[src/rtl/perr_pkg.sv]
package perr_pkg;

    parameter int unsigned DATA_W_DEF = 32;
    localparam int unsigned LANE_W = 8;
    localparam int unsigned STS_W = 2;
    localparam int unsigned STS_PERR_DET = 0;
    localparam int unsigned STS_DPAR_DET = 1;

    typedef enum logic [2:0] {
        XC_NONE   = 3'd0,
        XC_DS_WR  = 3'd1,
        XC_US_WR  = 3'd2,
        XC_DS_RD  = 3'd3,
        XC_US_RD  = 3'd4,
        XC_CFG_WR = 3'd5,
        XC_CFG_RD = 3'd6
    } xact_e;

    // first stage: the data phase seen on the bus
    typedef struct packed {
        logic  valid;
        xact_e cls;
        logic  multi;
    } ph_t;

    // second stage: the phase plus its parity verdict
    typedef struct packed {
        logic  valid;
        xact_e cls;
        logic  multi;
        logic  bad;
    } chk_t;

    // bridge is write target or read initiator on these classes
    function automatic logic cls_checked(xact_e c);
        return (c == XC_DS_WR) || (c == XC_US_RD) || (c == XC_CFG_WR);
    endfunction

endpackage

[src/rtl/perr_chk.sv]
module perr_chk
    import perr_pkg::*;
#(
    parameter int unsigned DATA_W = DATA_W_DEF
) (
    input  logic                       clk,
    input  logic                       rst,
    input  logic [DATA_W-1:0]          ad_i,
    input  logic [DATA_W/LANE_W-1:0]   be_i,
    input  logic                       par_i,
    input  logic                       init_rdy_i,
    input  logic                       tgt_rdy_i,
    input  logic [2:0]                 xact_cls_i,
    input  logic                       multi_i,
    output chk_t                       res_o
);
    localparam int unsigned BE_W = DATA_W / LANE_W;

    ph_t               s1;
    logic [DATA_W-1:0] s1_ad;
    logic [BE_W-1:0]   s1_be;
    logic [BE_W-1:0]   lane_par;
    logic              odd;
    xact_e             cls_in;

    assign cls_in = xact_e'(xact_cls_i);

    // stage 1: capture the qualified data phase
    always_ff @(posedge clk) begin
        if (rst) begin
            s1 <= '0;
        end else begin
            s1.valid <= init_rdy_i && tgt_rdy_i && (cls_in != XC_NONE);
            s1.cls   <= cls_in;
            s1.multi <= multi_i;
        end
        s1_ad <= ad_i;
        s1_be <= be_i;
    end

    // per-lane parity tree, one byte plus its enable each
    for (genvar g = 0; g < BE_W; g++) begin : g_lane
        assign lane_par[g] = (^s1_ad[g*LANE_W +: LANE_W]) ^ s1_be[g];
    end

    assign odd = (^lane_par) ^ par_i;

    // stage 2: parity line has arrived, form the verdict
    always_ff @(posedge clk) begin
        if (rst) begin
            res_o <= '0;
        end else begin
            res_o.valid <= s1.valid;
            res_o.cls   <= s1.cls;
            res_o.multi <= s1.multi;
            res_o.bad   <= s1.valid && cls_checked(s1.cls) && odd;
        end
    end

    AST_PHASE_QUALIFIED: assert property (@(posedge clk) disable iff (rst)
        res_o.valid |-> $past(init_rdy_i && tgt_rdy_i, 2));

endmodule

[src/rtl/perr_policy.sv]
module perr_policy
    import perr_pkg::*;
(
    input  logic clk,
    input  logic rst,
    input  chk_t ph_i,
    input  logic pri_en_i,
    input  logic sec_en_i,
    input  logic p_perr_n_i,
    input  logic sec_cmpl_i,
    output logic set_perr_det_o,
    output logic set_dpar_det_o,
    output logic fwd_valid_o,
    output logic fwd_keep_o,
    output logic fwd_poison_o,
    output logic ds_stop_o,
    output logic rd_poison_o,
    output logic p_perr_n_o,
    output logic s_perr_n_o
);
    logic is_dsw;
    logic is_usr;
    logic is_usw;
    logic bad;
    logic drive_perr;
    logic tgt_perr_seen;
    logic set_pend;
    logic pend;

    always_comb begin
        is_dsw        = ph_i.valid && (ph_i.cls == XC_DS_WR);
        is_usr        = ph_i.valid && (ph_i.cls == XC_US_RD);
        is_usw        = ph_i.valid && (ph_i.cls == XC_US_WR);
        bad           = ph_i.valid && ph_i.bad;
        drive_perr    = bad && pri_en_i;
        tgt_perr_seen = is_usw && !p_perr_n_i;
        set_pend      = tgt_perr_seen && pri_en_i && sec_en_i;
        set_perr_det_o = bad;
        set_dpar_det_o = (is_usr && bad && pri_en_i) || (tgt_perr_seen && pri_en_i);
    end

    // decisions and primary PERR, all two clocks after the data phase
    always_ff @(posedge clk) begin
        if (rst) begin
            fwd_valid_o  <= 1'b0;
            fwd_keep_o   <= 1'b0;
            fwd_poison_o <= 1'b0;
            ds_stop_o    <= 1'b0;
            rd_poison_o  <= 1'b0;
            p_perr_n_o   <= 1'b1;
        end else begin
            fwd_valid_o  <= is_dsw;
            fwd_keep_o   <= is_dsw && !(bad && pri_en_i);
            fwd_poison_o <= is_dsw && bad && !pri_en_i;
            ds_stop_o    <= is_dsw && ph_i.multi;
            rd_poison_o  <= is_usr && bad;
            p_perr_n_o   <= !drive_perr;
        end
    end

    // secondary PERR waits for the secondary completion
    always_ff @(posedge clk) begin
        if (rst) begin
            pend       <= 1'b0;
            s_perr_n_o <= 1'b1;
        end else if (sec_cmpl_i && pend) begin
            pend       <= set_pend;
            s_perr_n_o <= 1'b0;
        end else begin
            pend       <= pend || set_pend;
            s_perr_n_o <= 1'b1;
        end
    end

    AST_PERR_NEEDS_ENABLE: assert property (@(posedge clk) disable iff (rst)
        !p_perr_n_o |-> $past(pri_en_i));
    AST_POISON_IS_KEPT: assert property (@(posedge clk) disable iff (rst)
        fwd_poison_o |-> fwd_valid_o && fwd_keep_o && p_perr_n_o);
    AST_DROP_SIGNALLED: assert property (@(posedge clk) disable iff (rst)
        fwd_valid_o && !fwd_keep_o |-> !p_perr_n_o);
    AST_STOP_WITH_FWD: assert property (@(posedge clk) disable iff (rst)
        ds_stop_o |-> fwd_valid_o);
    AST_SPERR_AT_CMPL: assert property (@(posedge clk) disable iff (rst)
        !s_perr_n_o |-> $past(sec_cmpl_i) && $past(sec_en_i));

endmodule

[src/rtl/perr_sticky.sv]
module perr_sticky #(
    parameter int unsigned N = 2
) (
    input  logic         clk,
    input  logic         rst,
    input  logic [N-1:0] set_i,
    input  logic         clr_we_i,
    input  logic [N-1:0] clr_bits_i,
    output logic [N-1:0] q_o
);
    for (genvar i = 0; i < N; i++) begin : g_bit
        always_ff @(posedge clk) begin
            if (rst) begin
                q_o[i] <= 1'b0;
            end else if (set_i[i]) begin
                q_o[i] <= 1'b1;
            end else if (clr_we_i && clr_bits_i[i]) begin
                q_o[i] <= 1'b0;
            end
        end

        AST_STICKY_HOLD: assert property (@(posedge clk) disable iff (rst)
            $past(q_o[i]) && !($past(clr_we_i) && $past(clr_bits_i[i])) |-> q_o[i]);
        AST_SET_WINS: assert property (@(posedge clk) disable iff (rst)
            $past(set_i[i]) |-> q_o[i]);
    end

endmodule

[src/rtl/perr_resp_ctrl.sv]
module perr_resp_ctrl
    import perr_pkg::*;
#(
    parameter int unsigned DATA_W = DATA_W_DEF
) (
    input  logic                     clk,
    input  logic                     rst,
    input  logic [DATA_W-1:0]        ad_i,
    input  logic [DATA_W/8-1:0]      be_i,
    input  logic                     par_i,
    input  logic                     init_rdy_i,
    input  logic                     tgt_rdy_i,
    input  logic [2:0]               xact_cls_i,
    input  logic                     multi_i,
    input  logic                     pri_per_en_i,
    input  logic                     sec_per_en_i,
    input  logic                     p_perr_n_i,
    input  logic                     sec_cmpl_i,
    input  logic                     clr_we_i,
    input  logic [1:0]               clr_bits_i,
    output logic                     fwd_valid_o,
    output logic                     fwd_keep_o,
    output logic                     fwd_poison_o,
    output logic                     ds_stop_o,
    output logic                     rd_poison_o,
    output logic                     p_perr_n_o,
    output logic                     s_perr_n_o,
    output logic                     sts_perr_det_o,
    output logic                     sts_dpar_det_o
);
    chk_t             ph;
    logic             set_perr_det;
    logic             set_dpar_det;
    logic [STS_W-1:0] sts_set;
    logic [STS_W-1:0] sts_q;

    perr_chk #(.DATA_W(DATA_W)) u_chk (
        .clk        (clk),
        .rst        (rst),
        .ad_i       (ad_i),
        .be_i       (be_i),
        .par_i      (par_i),
        .init_rdy_i (init_rdy_i),
        .tgt_rdy_i  (tgt_rdy_i),
        .xact_cls_i (xact_cls_i),
        .multi_i    (multi_i),
        .res_o      (ph)
    );

    perr_policy u_policy (
        .clk            (clk),
        .rst            (rst),
        .ph_i           (ph),
        .pri_en_i       (pri_per_en_i),
        .sec_en_i       (sec_per_en_i),
        .p_perr_n_i     (p_perr_n_i),
        .sec_cmpl_i     (sec_cmpl_i),
        .set_perr_det_o (set_perr_det),
        .set_dpar_det_o (set_dpar_det),
        .fwd_valid_o    (fwd_valid_o),
        .fwd_keep_o     (fwd_keep_o),
        .fwd_poison_o   (fwd_poison_o),
        .ds_stop_o      (ds_stop_o),
        .rd_poison_o    (rd_poison_o),
        .p_perr_n_o     (p_perr_n_o),
        .s_perr_n_o     (s_perr_n_o)
    );

    always_comb begin
        sts_set               = '0;
        sts_set[STS_PERR_DET] = set_perr_det;
        sts_set[STS_DPAR_DET] = set_dpar_det;
    end

    perr_sticky #(.N(STS_W)) u_sticky (
        .clk        (clk),
        .rst        (rst),
        .set_i      (sts_set),
        .clr_we_i   (clr_we_i),
        .clr_bits_i (clr_bits_i),
        .q_o        (sts_q)
    );

    assign sts_perr_det_o = sts_q[STS_PERR_DET];
    assign sts_dpar_det_o = sts_q[STS_DPAR_DET];

    AST_RDPOISON_FLAGGED: assert property (@(posedge clk) disable iff (rst)
        rd_poison_o |-> sts_perr_det_o);
    AST_DROP_FLAGGED: assert property (@(posedge clk) disable iff (rst)
        fwd_valid_o && !fwd_keep_o |-> sts_perr_det_o);

endmodule

[config.mk]
export PLATFORM = sky130hd
export DESIGN_NAME = perr_resp_ctrl
export DESIGN_NICKNAME = d
export VERILOG_FILES = /design/src/rtl/perr_pkg.sv /design/src/rtl/perr_chk.sv /design/src/rtl/perr_policy.sv /design/src/rtl/perr_sticky.sv /design/src/rtl/perr_resp_ctrl.sv
export SDC_FILE = /design/constraint.sdc
export NUM_CORES = 1
export LEC_CHECK = 0
export ABC_AREA = 1
export ABC_CLOCK_PERIOD_IN_PS = 1200
export BUFFER_PORTS_ARGS = -buffer_cell sky130_fd_sc_hd__buf_4
export CAP_MARGIN = 10
export CORE_ASPECT_RATIO = 1.4
export CORE_UTILIZATION = 47
export CTS_BUF_LIST = sky130_fd_sc_hd__clkbuf_8
export CTS_CLUSTER_SIZE = 8
export DETAILED_ROUTE_END_ITERATION = 10
export PLACE_DENSITY_LB_ADDON = 0.3
export RECOVER_POWER = 100
export SYNTH_ARGS = -nofsm -noshare
export SYNTH_HDL_FRONTEND = slang
export SYNTH_SLANG_ARGS = --single-unit
[constraint.sdc]
create_clock -name clk -period 1.2 [get_ports clk]
set_input_delay 0.18 -clock clk [delete_from_list [all_inputs] [get_ports clk]]
set_output_delay 0.18 -clock clk [all_outputs]
set_load 0.03 [all_outputs]
Word level (Yosys, flattened, before mapping)
Index checks and enable logic that the tools add are counted.
{"block": "totals", "wordCells": 72, "inputBits": 52, "ff_bits": 57, "out_inout_bits": 9}
{"block": "classes", "mux": 6, "n_eq_ne": 6, "n_reduce_logical": 36, "bitwise": 5}
{"operator": "8-bit XOR reduction", "count": 4}
{"operator": "1-bit logical AND", "count": 21}
{"operator": "3-bit equality test, second input constant", "count": 3}
{"operator": "3-bit by 1-bit equality test with 1-bit output, second input constant", "count": 2}
{"operator": "1-bit 2-to-1 mux", "count": 6}
{"operator": "1-bit XOR", "count": 5}
{"operator": "1-bit logical OR", "count": 4}
{"operator": "2-bit nonzero test", "count": 2}
{"operator": "4-bit XOR reduction", "count": 1}
{"operator": "3-bit by 2-bit equality test with 1-bit output, second input constant", "count": 1}
{"operator": "1-bit logical NOT", "count": 3}
{"operator": "3-bit nonzero test", "count": 1}

Longest topological paths before layout
Gate-level depths: netlist of run 1.
{"block": "logic_depth", "depth_word": 7, "mapped_depth": 14, "mapped_depth_nobuf": 14}

Cells and area by module
From an unflattened synthesis of run 1, not the netlist that was laid out.
{"block": "unflattened", "hier_cells": 255, "area_unflattened_um2": 2053.2}
{"mod": "perr_chk", "seq_area_each_um2": 940.9, "cells_each": 203, "area_each_um2": 1654.1, "n_inst": 1}
{"mod": "perr_policy", "seq_area_each_um2": 160.2, "cells_each": 42, "area_each_um2": 319.1, "n_inst": 1}
{"mod": "perr_sticky", "seq_area_each_um2": 40.0, "cells_each": 10, "area_each_um2": 80.1, "n_inst": 1}

Least setup slack after synthesis of run 1
Ideal clock, no wire load.
{"block": "synth_path", "path_kind": "register to register", "startpoint": "register u_chk.s1_ad[30]", "endpoint": "register u_chk.res_o[0] in the netlist's numbering", "setup_time_ns": 0.066, "path_buffers": 0, "arrival_ns": 1.095, "stages_incl_launch_ff": 15, "period_less_slack_ns": 1.161, "setup_slack_ns": 0.039, "path_cell_list": "dfxtp_1 > inv_1 > nand2_1 > nand2_1 > nand2_1 > nand2_1 > nand2_2 > nand2_1 > nand2_1 > nand2_2 > inv_1 > nand2_2 > nand2_2 > nand2_2 > a21oi_2"}
{"block": "synth_between", "elab_chain_cells": 5}
{"item": "from (decl)", "line_no": "perr_chk.sv:20", "text": "logic [DATA_W-1:0] s1_ad;"}
{"item": "from (signal assigned)", "line_no": "perr_chk.sv:37", "text": "s1_ad <= ad_i;"}
{"item": "8-bit XOR reduction", "line_no": "perr_chk.sv:43", "text": "assign lane_par[g] = (^s1_ad[g*LANE_W +: LANE_W]) ^ s1_be[g];"}
{"item": "1-bit XOR", "line_no": "perr_chk.sv:43"}
{"item": "4-bit XOR reduction", "line_no": "perr_chk.sv:46", "text": "assign odd = (^lane_par) ^ par_i;"}
{"item": "1-bit XOR", "line_no": "perr_chk.sv:46"}
{"item": "1-bit logical AND", "line_no": "perr_chk.sv:56", "text": "res_o.bad <= s1.valid && cls_checked(s1.cls) && odd;"}
{"item": "to (decl)", "line_no": "perr_chk.sv:15", "text": "output chk_t res_o"}
No other way between the ends.
A chain may end at the register's enable or synchronous reset.

Worst setup path in the final report of run 1
{"block": "layout_path", "startpoint": "register u_chk.s1_ad[17]", "endpoint": "register u_chk.res_o[0] in the netlist's numbering"}
The elaborated chain is that of the path after synthesis.

==> results of run 1 <==
-- routing by layer --
layer / vias up / GRT usage, % / wire length (um)
li1: 944 / - / -
met2: 47 / 41.6 / 2520
met5: - / 0 / 0
met3: 8 / 4.40 / 231
met4: 0 / 15.1 / 61
met1: 796 / 16.5 / 1420
-- worst reg2reg max path: stages, from the launching register on --
cell and delay, ns:
dfxtp_2 0.35, inv_2 0.03, nand2_1 0.06, nand2_1 0.05, nand2_1 0.08, nand3b_1 0.12
nand2_1 0.11, nand2_1 0.06, nand2_1 0.09, nand2_1 0.05, nand2_1 0.07, nand2_2 0.05
a21oi_2 0.11
-- layout by cell type (no fill, tap or decap), drive strengths merged, types with 2 or more instances in the layout --
cell type,Yosys,final
clkbuf,1,57
a21oi,2,2
nor2,13,13
bufinv,0,2
xnor2,9,9
nor4,2,2
dlygate4sd3,0,36
xor2,5,5
nand2,87,87
nand3,16,16
nand3b,3,3
inv,43,44
dfxtp,57,57
buf,0,15
-- cells by family after synthesis --
kind of cell | after synthesis | synth area share, %
flops | 57 | 57.4
buf+inv | 44 | 8.30
simple gates | 124 | 26.5
xor+xnor | 14 | 6.16
compound gates | 5 | 1.64
-- power by group --
part	switching (mW)	internal (mW)	leakage, nW
combinational	0.272	0.319	0.986
clock	0.712	1.32	0.120
sequential	0.0490	1.98	0.475
-- worst max path at each step --
stage                                      to  slack [ns]  cells after the start
finish              u_chk.res_o[0]$_SDFF_PP0_       -0.11                     12
global route        u_chk.res_o[0]$_SDFF_PP0_       -0.24                      9
floorplan           u_chk.res_o[0]$_SDFF_PP0_        0.04                     14
detailed placement  u_chk.res_o[0]$_SDFF_PP0_       -0.11                     12
CTS                 u_chk.res_o[0]$_SDFF_PP0_       -0.08                     12
global placement    u_chk.res_o[0]$_SDFF_PP0_       -0.05                     12
-- what timing repair did --
item,in CTS,in global routing
gates resized for setup,7,6
hold endpoints to repair,36,0
pin swaps,0,4
hold buffers,36,0
setup endpoints to repair,1,2
-- per-stage QoR --
step | cells | worst slack (ns)
finish | 397 | -0.106
global route | 397 | -0.244
CTS | 397 | -0.0754
detailed placement | 346 | -0.108
global placement | 346 | -0.0538
floorplan | 244 | 0.0387
-- cell type report --
cell class | instances | area, sq um
Fill cell | 283 | 892
Timing Repair Buffer | 96 | 787
Tap cell | 43 | 53.8
Multi-Input combinational cell | 143 | 716
Sequential cell | 57 | 1150
Clock buffer | 12 | 165
Inverter | 43 | 161
Clock inverter | 3 | 63.8
-- state kept, by name, indices dropped and copies added, names as in the netlist --
name                   cells
u_policy.ds_stop_o         1
u_policy.pend              1
u_sticky.q_o               2
u_policy.p_perr_n_o        1
u_policy.fwd_poison_o      1
u_policy.fwd_keep_o        1
u_chk.res_o                6
u_chk.s1_ad               32
u_policy.s_perr_n_o        1
u_policy.fwd_valid_o       1
u_chk.s1_be                4
u_policy.rd_poison_o       1
u_chk.s1                   5
==> results.toml, run 1 <==
[outcome]
status = "complete, but fails checks"
violations = "design-rule violations, negative setup slack"

[synthesis]
ys.warnings.count = 0
synth_top_cell_by_area = "dfxtp_1"
ys_seq_area_share_pct = 57.4
synthesis.area_sq_mm = 0.00199
ys_ff_latch = 57
ys_top_cells_by_count = "80 x nand2_1, 57 x dfxtp_1, 41 x inv_1"
synthCells = 244
ys_top_cells_by_area = "dfxtp_1 57%, nand2_1 15%, inv_1 7.7%, nand3_1 4.0%, xnor2_1 4.0%"
ys_async_sr_fraction_pct = 0
synth.distinct_cells = 20
synth_nets = 296
synth_edf_count = 0
synth_top_cell_area_share_pct = 57.4
avgSynthCellArea_sq_um = 8.15
yosys_most_used_dff = "dfxtp_1"
post-synth-top-count-cell = "nand2_1"

[clock_network]
cts.clk_slew.worst_paths_ns = 0.06
clockBufferDepth = 2
postCtsSetupBuffers = 0
cts_root_buf = "clkbuf_8"
cts.sinks = 57
cts_tree = "done"
cts_max_level = 3
insertion_delay_ns = 0.33
numCtsBuffers = 9

[placement]
routabilityCongestion = 0.735
io_buffers = 60
dp_hpwl_um = 2500
placed_area_sq_mm = 0.00249

[cells_and_area]
diodes = 0
nets = 402
finalInstanceArea_sq_mm = 0.00309
syn_to_final_growth_pct = 55.5
drive_gt1_share_pct = 26.8
final_util_pct = 77.6

[grt]
grt_usage_pct = 20.6
grt_pass1_wl_um = 6690
grt_overflow = 0
grt_pass1_vias = 1715
antenna_found_initial = 0
grt_max_degree = 14

[critical_path]
reg2reg_to = "u_chk.res_o[0]$_SDFF_PP0_"
worstSetupPathType = "register to register"
critical_path_required_ns = 1.47
critPathArrivalTime_ns = 1.57
end_kind = "register"
crit_path_start_kind = "register"
slowest_stage = "dfxtp_2"
crit_start = "u_chk.s1_ad[17]$_DFF_P_"
crit_fanout = 3
slowest_delay_ns = 0.35
r2r_cells = 12
crit_buf_inv = 1
cpLargestDelayFamily = "simple AND/OR/NAND/NOR gates"
crit_top_cell = "nand2_1"
r2r-start = "u_chk.s1_ad[17]$_DFF_P_"
crit_chain = "inv_2 > nand2_1 > nand2_1 > nand2_1 > nand3b_1 > nand2_1 > nand2_1 > nand2_1 > nand2_1 > nand2_1 > nand2_2 > a21oi_2"
ff2ff_setup_slack_ns = -0.11

[floorplan]
floorplan.core_area_sq_mm = 0.00399
die_x_um = 57.0
ioPinCount = 61
fp-row-count = 27
initial_utilization_pct = 49.9
die_area_sq_mm = 0.00450
dieHeight_um = 79.0

[timing]
hold_viol = 0
max_freq_ghz = 0.766
setup_tns_ns = -0.106
worst_slack_ns = -0.106
fin_crit_sh_pct = 109
finalSetupViolCount = 1
maxSlewHeadroom_pct = 74.8
period_needed_ns = 1.31
clock_skew_ns = 0.00446
hold_ws_ns = 0.0386
final-max-slew-violation-count = 0
tightest_slew_ns = 0.374
grt_setup_unrepaired = "true"

[worst_hold_path]
holdCritPathClass = "primary input to register"
hold_end = "u_policy.fwd_poison_o$_SDFF_PP0_"
hold_path_startpoint = "pri_per_en_i"
hold_depth = 2

[pwr]
p_leak_nw = 1.58
total_power_mw = 4.65
ir_drop_v = 0.00137
powerDensity_mw_per_mm2 = 1500

[run]
cap_violations = 0

[detailed_routing]
dr.pass1.iters = 7
wl_per_cell_um = 10.6
drtIter0Drc = 67
vias = 1795
route.detailed.drc = 10
avgViaCountPerCell = 4.52
routed_wl_um = 4230
ant_nets = 0
(Power assumes the default switching activity.)
==> inputs of run 2 (changes only) <==
- BUFFER_PORTS_ARGS: -buffer_cell sky130_fd_sc_hd__buf_4 -> not set
- CORE_UTILIZATION: 47 -> 50
- DONT_BUFFER_PORTS: not set -> 1
- PLACE_DENSITY: not set -> 0.68
- PLACE_DENSITY_LB_ADDON: 0.3 -> not set
==> run 2 against run 1 <==
  * The run ends with negative setup slack left
  * Final area is 11% lower
  * Sequential power hardly changed
  * Fmax is 2.2% higher
  * Register-to-register slack better by 0.03 ns
  * Via count is 10% lower
  * Global-route usage is 1.8 points lower
  * Total power is 13% lower
  * Die area is 5.8% lower
  * Clock power is 25% lower
  * Setup slack better by 0.028 ns
  * Core utilization is 3.8 points lower
  * Sequential cell count stayed put
  * Highest routed layer unchanged
==> results.toml, run 2 (synthesized netlist as in run 1, its figures left out) <==
[outcome]
status = "complete, but fails checks"
violations = "negative setup slack"

[pwr]
internal-power_mw = 3.11
ir_drop_v = 0.00157
comb_power_share_pct = 12.3
p_sw_uw = 931
switching_share_pct = 23.1
powerDensity_mw_per_mm2 = 1460
pwr-share-clk_pct = 37.6
pwr-share-seq_pct = 50.1
p_leak_nw = 1.35

[critical_path]
slowest_stage = "dfxtp_1"
cpLargestDelayFamily = "simple AND/OR/NAND/NOR gates"
reg2reg_to = "u_chk.res_o[0]$_SDFF_PP0_"
crit_fanout = 2
worstSetupPathType = "register to register"
r2r_cells = 13
r2r-start = "u_chk.s1_ad[8]$_DFF_P_"
slowest_delay_ns = 0.34
ff2ff_setup_slack_ns = -0.08
end_kind = "register"
critPathArrivalTime_ns = 1.49
crit_path_start_kind = "register"
crit_top_cell = "nand2_1"
crit_chain = "inv_1 > nand2_1 > nand2_1 > nand2_1 > nand2_1 > nand2_1 > nand2_1 > nand2_2 > nand2_2 > nand2_2 > nand2_2 > nand2_2 > a21oi_2"
critical_path_required_ns = 1.41
crit_buf_inv = 1

[detailed_routing]
ant_nets = 0
drtIter0Drc = 34
dr.pass1.iters = 4
wl_per_cell_um = 10.5
vias = 1607
avgViaCountPerCell = 4.60
routed_wl_um = 3650
route.detailed.drc = 0

[cells_and_area]
drive_gt1_share_pct = 14.3
final_common_cell = "nand2_1"
diodes = 0
register_area_sq_mm = 0.00115
final_util_pct = 73.8
syn_to_final_growth_pct = 38.7
largest_reg_flops = 32
final_cell_mix = "75 x nand2_1, 50 x dlygate4sd3_1, 47 x dfxtp_1"
n_fill_cell = 300
reg.largest.list = "u_chk.s1_ad x32, u_chk.res_o x6, u_chk.s1 x5"
multiInputGateArea_sq_um = 718
top_register = "u_chk.s1_ad"
nets = 357
final_cells = 349

[worst_hold_path]
holdCritPathClass = "primary input to register"
hold_end = "u_sticky.q_o[0]$_SDFFE_PP0P_"
hold_depth = 3
hold_path_startpoint = "clr_we_i"

[timing]
fin_crit_sh_pct = 106
period_needed_ns = 1.28
maxSlewHeadroom_pct = 72.6
grt_setup_unrepaired = "true"
hold_viol = 0
finalSetupViolCount = 1
max_freq_ghz = 0.783
worst_slack_ns = -0.0772
final-max-slew-violation-count = 0
tightest_slew_ns = 0.407
clock_skew_ns = 0.00485

[clock_network]
cts_tree = "done"
cts_max_level = 3
clockBufferDepth = 2
cts.clk_slew.worst_paths_ns = 0.06
insertion_delay_ns = 0.32
postCtsSetupBuffers = 0
cts.sinks = 57
numCtsBuffers = 9
cts_root_buf = "clkbuf_8"

[placement]
dp.cells = 286
io_buffers = 0
dp_hpwl_um = 2000
place_ws_ns = -0.0745
routabilityCongestion = 0.727

[floorplan]
dieHeight_um = 76.6
die_x_um = 55.3
fp-row-count = 26
die_area_sq_mm = 0.00424
floorplan.core_area_sq_mm = 0.00374
initial_utilization_pct = 53.2
ioPinCount = 61

[run]
cap_violations = 0

[grt]
grt_overflow = 0
grt_usage_pct = 18.8
grt_max_degree = 11
grt_pass1_vias = 1562
antenna_found_initial = 0
grt_pass1_wl_um = 5940
[run 2: per-layer routing]
metal	GRT usage (%)	vias up	routed length, um
met1	14.6	701	1290
met3	9.68	10	240
met5	0	-	0
li1	-	853	-
met2	35.8	43	2040
met4	10.5	0	82
[run 2: layout make-up]
| class | count | share of cell area [%] |
|---|---|---|
| Timing Repair Buffer | 51 | 18.3 |
| Clock buffer | 12 | 5.98 |
| Clock inverter | 1 | 0.136 |
| Tap cell | 42 | 1.90 |
| Sequential cell | 57 | 41.8 |
| Inverter | 43 | 5.85 |
| Multi-Input combinational cell | 143 | 26.0 |
[run 2: worst max-delay path by stage]
stage,from,to,depth (start not counted),slack [ns]
2_1_floorplan,u_chk.s1_ad[30]$_DFF_P_,u_chk.res_o[0]$_SDFF_PP0_,14,0.04
3_5_place_dp,u_chk.s1_ad[29]$_DFF_P_,u_chk.res_o[0]$_SDFF_PP0_,12,-0.07
6_report,u_chk.s1_ad[8]$_DFF_P_,u_chk.res_o[0]$_SDFF_PP0_,13,-0.08
3_3_place_gp,u_chk.s1_ad[30]$_DFF_P_,u_chk.res_o[0]$_SDFF_PP0_,12,-0.06
4_1_cts,u_chk.s1_ad[16]$_DFF_P_,u_chk.res_o[0]$_SDFF_PP0_,12,-0.07
5_1_grt,u_chk.s1_ad[11]$_DFF_P_,u_chk.res_o[0]$_SDFF_PP0_,14,-0.25
[run 2: power groups by stage]
| stage | sequential, mW | combinational, mW | clock, mW |
|---|---|---|---|
| floorplan | 2.05 | 0.300 | 0 |
| global placement | 2.06 | 0.328 | 0 |
| detailed placement | 2.06 | 0.335 | 0 |
| CTS | 2.02 | 0.461 | 1.54 |
| global route | 2.03 | 0.570 | 1.63 |
| finish | 2.02 | 0.497 | 1.52 |
[run 2: per-stage QoR]
step / cell area [sq um] / total power [mW] / hold slack [ns] / TNS [ns]
global route: 2760 / 4.23 / 0.0409 / -0.251
detailed placement: 2050 / 2.39 / 0.208 / -0.0745
finish: 2760 / 4.04 / 0.0333 / -0.0772
floorplan: 1990 / 2.35 / 0.208 / 0
CTS: 2720 / 4.02 / 0.0183 / -0.0737
global placement: 2050 / 2.38 / 0.208 / -0.0595
[run 2: repair_timing]
item                       CTS  global route
pin swaps                    1             3
hold endpoints to repair    53             0
setup endpoints to repair    1             1
hold buffers                50             0
gates resized for setup      6            15
[run 2: worst register-to-register path, cell delays in order (launching register included)]
cell,delay [ns]
dfxtp_1,0.34
inv_1,0.04
nand2_1,0.07
nand2_1,0.05
nand2_1,0.07
nand2_1,0.05
nand2_1,0.09
nand2_1,0.07
nand2_2,0.09
nand2_2,0.05
nand2_2,0.07
nand2_2,0.06
nand2_2,0.05
a21oi_2,0.05
